===== src/rtl/sysmm_ws.sv =====
module sysmm_ws #(
  parameter int N  = 4,
  parameter int DW = 8,
  localparam int ACC_W = 2*DW + $clog2(N)
) (
  input  logic              clk,
  input  logic              rst_n,
  input  logic              w_load,
  input  logic [N*DW-1:0]   w_row,
  input  logic              start,
  input  logic              a_valid,
  input  logic              a_last,
  input  logic [N*DW-1:0]   a_row,
  output logic [N*ACC_W-1:0] c_row,
  output logic              c_valid,
  output logic              done
);
  localparam int PW  = $clog2(N);
  localparam int LAT = 2*N - 1;
  localparam logic [PW-1:0] PLAST = PW'(N-1);

  typedef enum logic [1:0] {S_IDLE, S_FEED, S_DRAIN} st_t;

  st_t                   st;
  logic [PW-1:0]         wptr;
  logic [N*N*DW-1:0]     w_q;
  logic [LAT-1:0]        vp, lp;
  logic                  busy, take, fin;
  logic [N*DW-1:0]       a_g;
  logic signed [DW-1:0]    a_in [N][N];
  logic signed [ACC_W-1:0] ps   [N][N];
  logic signed [ACC_W-1:0] al   [N];

  assign busy = (st != S_IDLE);
  assign take = a_valid && (st == S_FEED);
  assign fin  = vp[LAT-1] && lp[LAT-1];
  assign a_g  = take ? a_row : '0;

  always_ff @(posedge clk or negedge rst_n) begin
    if (!rst_n) begin
      st   <= S_IDLE;
      wptr <= '0;
      w_q  <= '0;
      vp   <= '0;
      lp   <= '0;
    end else begin
      vp <= {vp[LAT-2:0], take};
      lp <= {lp[LAT-2:0], take && a_last};
      case (st)
        S_IDLE:  if (start && !w_load) st <= S_FEED;
        S_FEED:  if (take && a_last)   st <= S_DRAIN;
        S_DRAIN: if (fin)              st <= S_IDLE;
        default: st <= S_IDLE;
      endcase
      if (w_load && st == S_IDLE) begin
        w_q[wptr*N*DW +: N*DW] <= w_row;
        wptr <= (wptr == PLAST) ? '0 : wptr + 1'b1;
      end
    end
  end

  for (genvar k = 0; k < N; k++) begin : g_skew
    if (k == 0) begin : g_direct
      assign a_in[0][0] = a_g[0 +: DW];
    end else begin : g_chain
      logic signed [DW-1:0] sk [k];
      always_ff @(posedge clk) begin
        sk[0] <= a_g[k*DW +: DW];
        for (int i = 1; i < k; i++) sk[i] <= sk[i-1];
      end
      assign a_in[k][0] = sk[k-1];
    end
  end

  for (genvar k = 0; k < N; k++) begin : g_row
    for (genvar j = 0; j < N; j++) begin : g_pe
      logic signed [DW-1:0]    wv;
      logic signed [2*DW-1:0]  prod;
      logic signed [ACC_W-1:0] s_in;
      assign wv   = w_q[(k*N+j)*DW +: DW];
      assign prod = a_in[k][j] * wv;
      if (k == 0) begin : g_top
        assign s_in = '0;
      end else begin : g_mid
        assign s_in = ps[k-1][j];
      end
      always_ff @(posedge clk)
        ps[k][j] <= s_in + {{(ACC_W-2*DW){prod[2*DW-1]}}, prod};
      if (j < N-1) begin : g_fwd
        logic signed [DW-1:0] aq;
        always_ff @(posedge clk) aq <= a_in[k][j];
        assign a_in[k][j+1] = aq;
      end
    end
  end

  for (genvar j = 0; j < N; j++) begin : g_deskew
    localparam int D = N - 1 - j;
    if (D == 0) begin : g_pass
      assign al[j] = ps[N-1][j];
    end else begin : g_chain
      logic signed [ACC_W-1:0] dq [D];
      always_ff @(posedge clk) begin
        dq[0] <= ps[N-1][j];
        for (int i = 1; i < D; i++) dq[i] <= dq[i-1];
      end
      assign al[j] = dq[D-1];
    end
  end

  always_ff @(posedge clk or negedge rst_n) begin
    if (!rst_n) begin
      c_valid <= 1'b0;
      done    <= 1'b0;
    end else begin
      c_valid <= vp[LAT-1];
      done    <= fin;
    end
  end

  always_ff @(posedge clk)
    for (int j = 0; j < N; j++) c_row[j*ACC_W +: ACC_W] <= al[j];

endmodule


===== config.mk =====
export PLATFORM = sky130hd
export DESIGN_NAME = sysmm_ws
export DESIGN_NICKNAME = d
export VERILOG_FILES = /design/src/rtl/sysmm_ws.sv
export SDC_FILE = /design/constraint.sdc
export NUM_CORES = 2
export LEC_CHECK = 0
export ABC_CLOCK_PERIOD_IN_PS = 6800
export BUFFER_PORTS_ARGS = -buffer_cell sky130_fd_sc_hd__buf_2
export CAP_MARGIN = 25
export CORE_AREA = 2 2 365 367
export CTS_CLUSTER_SIZE = 12
export DETAILED_ROUTE_END_ITERATION = 6
export DIE_AREA = 0 0 367 369
export PLACE_DENSITY_LB_ADDON = 0.15
export SLEW_MARGIN = 20
export SYNTH_ARGS = -nofsm -noshare
export SYNTH_HDL_FRONTEND = slang
export SYNTH_SLANG_ARGS = --single-unit

===== constraint.sdc =====
create_clock -name clk -period 6.8 [get_ports clk]
set_input_delay 1.02 -clock clk [delete_from_list [all_inputs] [get_ports clk]]
set_output_delay 1.02 -clock clk [all_outputs]
set_load 0.05 [all_outputs]

==> metrics.csv <==
metric;value;unit
cts_hold_buf;0;
ys_async_sr_fraction;19.68;%
post_cts_buffers;0;
syn-num-nets;8425;
clock_sinks;752;
hold_violations;0;
cp_max_fo;9;
ys_warn_count;0;
ant_nets;0;
crit_required;7.37;ns
dr_wl_met2;66590;um
dieArea;135400;um2
dr_total_vias;44040;
placedCellCount;8620;
leakagePower;36.45;nW
cts_resized;0;
gr-total-overflow;0;
first_pass_iters;5;
maxCapViolCount;0;
dp_hpwl;116500;um
antenna_found_initial;12;
grt_pass1_wl;238500;um
hold_class;input port to asynchronous set/reset pin;
wl_per_cell;16.09;um
syn2layout_area_growth;8.693;%
worst_pin_slew;0.8357;ns
m1WireLength;63280;um
cts.clk_slew.worst_paths;0.06;ns
gp_congestion;0.8817;
min_period_over_period;87.62;%
worstSetupPathType;flip-flop to flip-flop;
rsz0062_at_grt;false;
seqCellArea;15800;um2
final_nets;8586;
clock_skew;0.04953;ns
yosysSeqAreaShare;24.12;%
grt_pass1_vias;46500;
status;complete, no violations;
period_minus_slack;5.958;ns
die_y;369;um
core;131100;um2
netlist_area;65490;um2
arrival;6.52;ns
die_w;367;um
rows;133;
portBuffers;143;
cts_tree;done;
layout.cells.non_filler;8776;
multi_input_area;44430;um2
cts_htree_levels;3;
syn_area_per_cell;9.640;um2
routed_wirelength;141200;um
grt_usage;21.83;%
cellPowerDensity;319.1;nW/um2
root_buffer;clkbuf_16;
slew_headroom;44.29;%
drv_slew;0;
highest_layer;met5;
tns;0;ns
max_freq;167.8;MHz
met3_length;6636;um
drt-vias-per-instance;5.018;
cts_buffer_depth;3;
fillers;12060;
start_util;49.94;%
setup_viol;0;
grt_max_degree;65;
io_pins;144;
worstSkewPairLatency;0.70;ns
postSynthCellCount;6794;
cts_buffers;87;
drc;0;
synth_edf_count;0;
ys_ff_latch;752;
setup.worst_path.end_class;flip-flop;
synthFlopType;dfxtp_1;
yosys.cell_types.count;75;
cp-start-kind;flip-flop;
drt_iter0_markers;1999;
max-vdd-ir-drop;0.2221;mV
drive_above_1_share;4.645;%
-- worst max-delay path: stages (launching register included) --
cell and delay [ns]:
dfrtp_1 0.47, and2_1 0.20, fa_1 0.54, inv_1 0.06, fa_1 0.53, inv_1 0.05, fa_1 0.48, inv_1 0.05
fa_1 0.47, inv_1 0.04, ha_1 0.29, o21ai_0 0.08, nor2_1 0.08, or4_1 0.43, o2111ai_2 0.13, nor2b_1 0.18
xnor2_1 0.08, ha_1 0.40, nand4_1 0.14, o21a_1 0.19, o21ai_1 0.07, o31a_1 0.19, nor4_1 0.07, o41ai_2 0.26
xor3_1 0.36
-- report_power, final --
| part | internal [mW] | leakage (nW) | switching [mW] | total [mW] |
|---|---|---|---|---|
| Clock | 2.88 | 1.42 | 1.92 | 4.80 |
| Combinational | 4.25 | 28.0 | 6.31 | 10.6 |
| Sequential | 5.88 | 6.99 | 1.47 | 7.36 |
| Total | 13.0 | 36.4 | 9.70 | 22.7 |
-- registers in the layout, summed over array words and instances, names as in the netlist --
signal,count
vp,7
w_q,128
c_valid,1
wptr,2
g_row.g_pe.g_fwd.aq,96
lp,7
c_row,72
done,1
st,2
g_skew.g_chain.sk,48
g_deskew.g_chain.dq,108
ps,280
-- cells in the mapped netlist (12+ instances only) --
master | n | share of area, %
ha_1 | 669 | 13
a21o_1 | 102 | 1.2
nor3_1 | 30 | 0.23
nand2_1 | 621 | 3.6
a21oi_1 | 265 | 2.0
clkbuf_1 | 80 | 0.46
o21a_1 | 53 | 0.61
dfxtp_1 | 604 | 18
dfrtp_1 | 148 | 5.7
nand2b_1 | 73 | 0.70
xor2_1 | 88 | 1.2
fa_1 | 892 | 27
o21ai_0 | 255 | 1.9
nor2b_1 | 35 | 0.33
a31oi_1 | 21 | 0.20
a211oi_1 | 21 | 0.24
inv_1 | 1331 | 7.6
and2_1 | 647 | 6.2
nand3_1 | 21 | 0.16
nand4_1 | 12 | 0.11
xnor2_1 | 342 | 4.6
and3_1 | 55 | 0.53
o211ai_1 | 14 | 0.16
nor2_1 | 206 | 1.2
o21bai_1 | 59 | 0.68
-- worst paths after layout --
| kind | start | endpoint | slack (ns) | cells after the start |
|---|---|---|---|---|
| setup / recovery | w_q[90] | ps[2][17] | 0.84 | 24 |
| min in group clk | g_deskew[2].g_chain.dq[0][9] | c_row[45] | 0.30 | 0 |
| hold / removal | rst_n | w_q[12] | 0.27 | 1 |
| hold reg to reg | g_deskew[2].g_chain.dq[0][9] | c_row[45] | 0.30 | 0 |
| max in group asynchronous | rst_n | w_q[127] | 5.29 | 2 |
| setup reg to reg | w_q[90] | ps[2][17] | 0.84 | 24 |
-- logic make-up after synthesis --
kind of cell | Yosys count | synth area share [%]
compound gates | 886 | 8.352
flops | 752 | 24.12
xor+xnor | 433 | 5.836
fa+ha+maj | 1561 | 40.05
buf+inv | 1413 | 8.100
simple gates | 1746 | 13.50
mux | 3 | 0.04585
-- cell type report --
class / instances / share of cell area (%)
flip-flops and latches: 752 / 22.19
multi-input cells: 4629 / 62.41
inverters: 1331 / 7.018
diodes: 2 / 0.007031
well taps: 1755 / 3.085
clock buffers: 124 / 3.589
repair buffers: 154 / 1.165
clock inverters: 29 / 0.5343
-- metrics by stage --
stage	utilization (%)	hold WS (ns)	total power [mW]	cell area, um2	worst slack, ns
final	54.29	0.2662	22.72	71190	0.8418
after detailed placement	52.02	0.3121	18.04	68220	0.8349
after floorplan	-	0.3096	14.99	65490	1.184
after CTS	54.26	0.2247	23.02	71160	0.8196
after global routing	54.28	0.2868	24.72	71180	0.3852
after global placement	52.01	0.3095	17.86	68200	0.8905
-- placed cells by master (no fill, tap or decap), drive strengths merged, types with 35 or more instances in the layout --
cell	count
buf	154
a21o	102
dfrtp	148
xnor2	344
fa	892
and2	647
nand2b	73
clkbuf	124
nand2	621
nor2b	35
xor2	88
and3	55
o21ai	266
nor2	206
o21a	53
inv	1335
dfxtp	604
ha	669
o21bai	59
a21oi	267
-- per-layer routing --
layer	up-vias	global-route usage (%)
li1	21400	-
met1	21640	28.67
met2	759	36.66
met3	218	3.452
met4	16	7.511
met5	-	0
No activity file was read; power rests on OpenSTA's default activity.
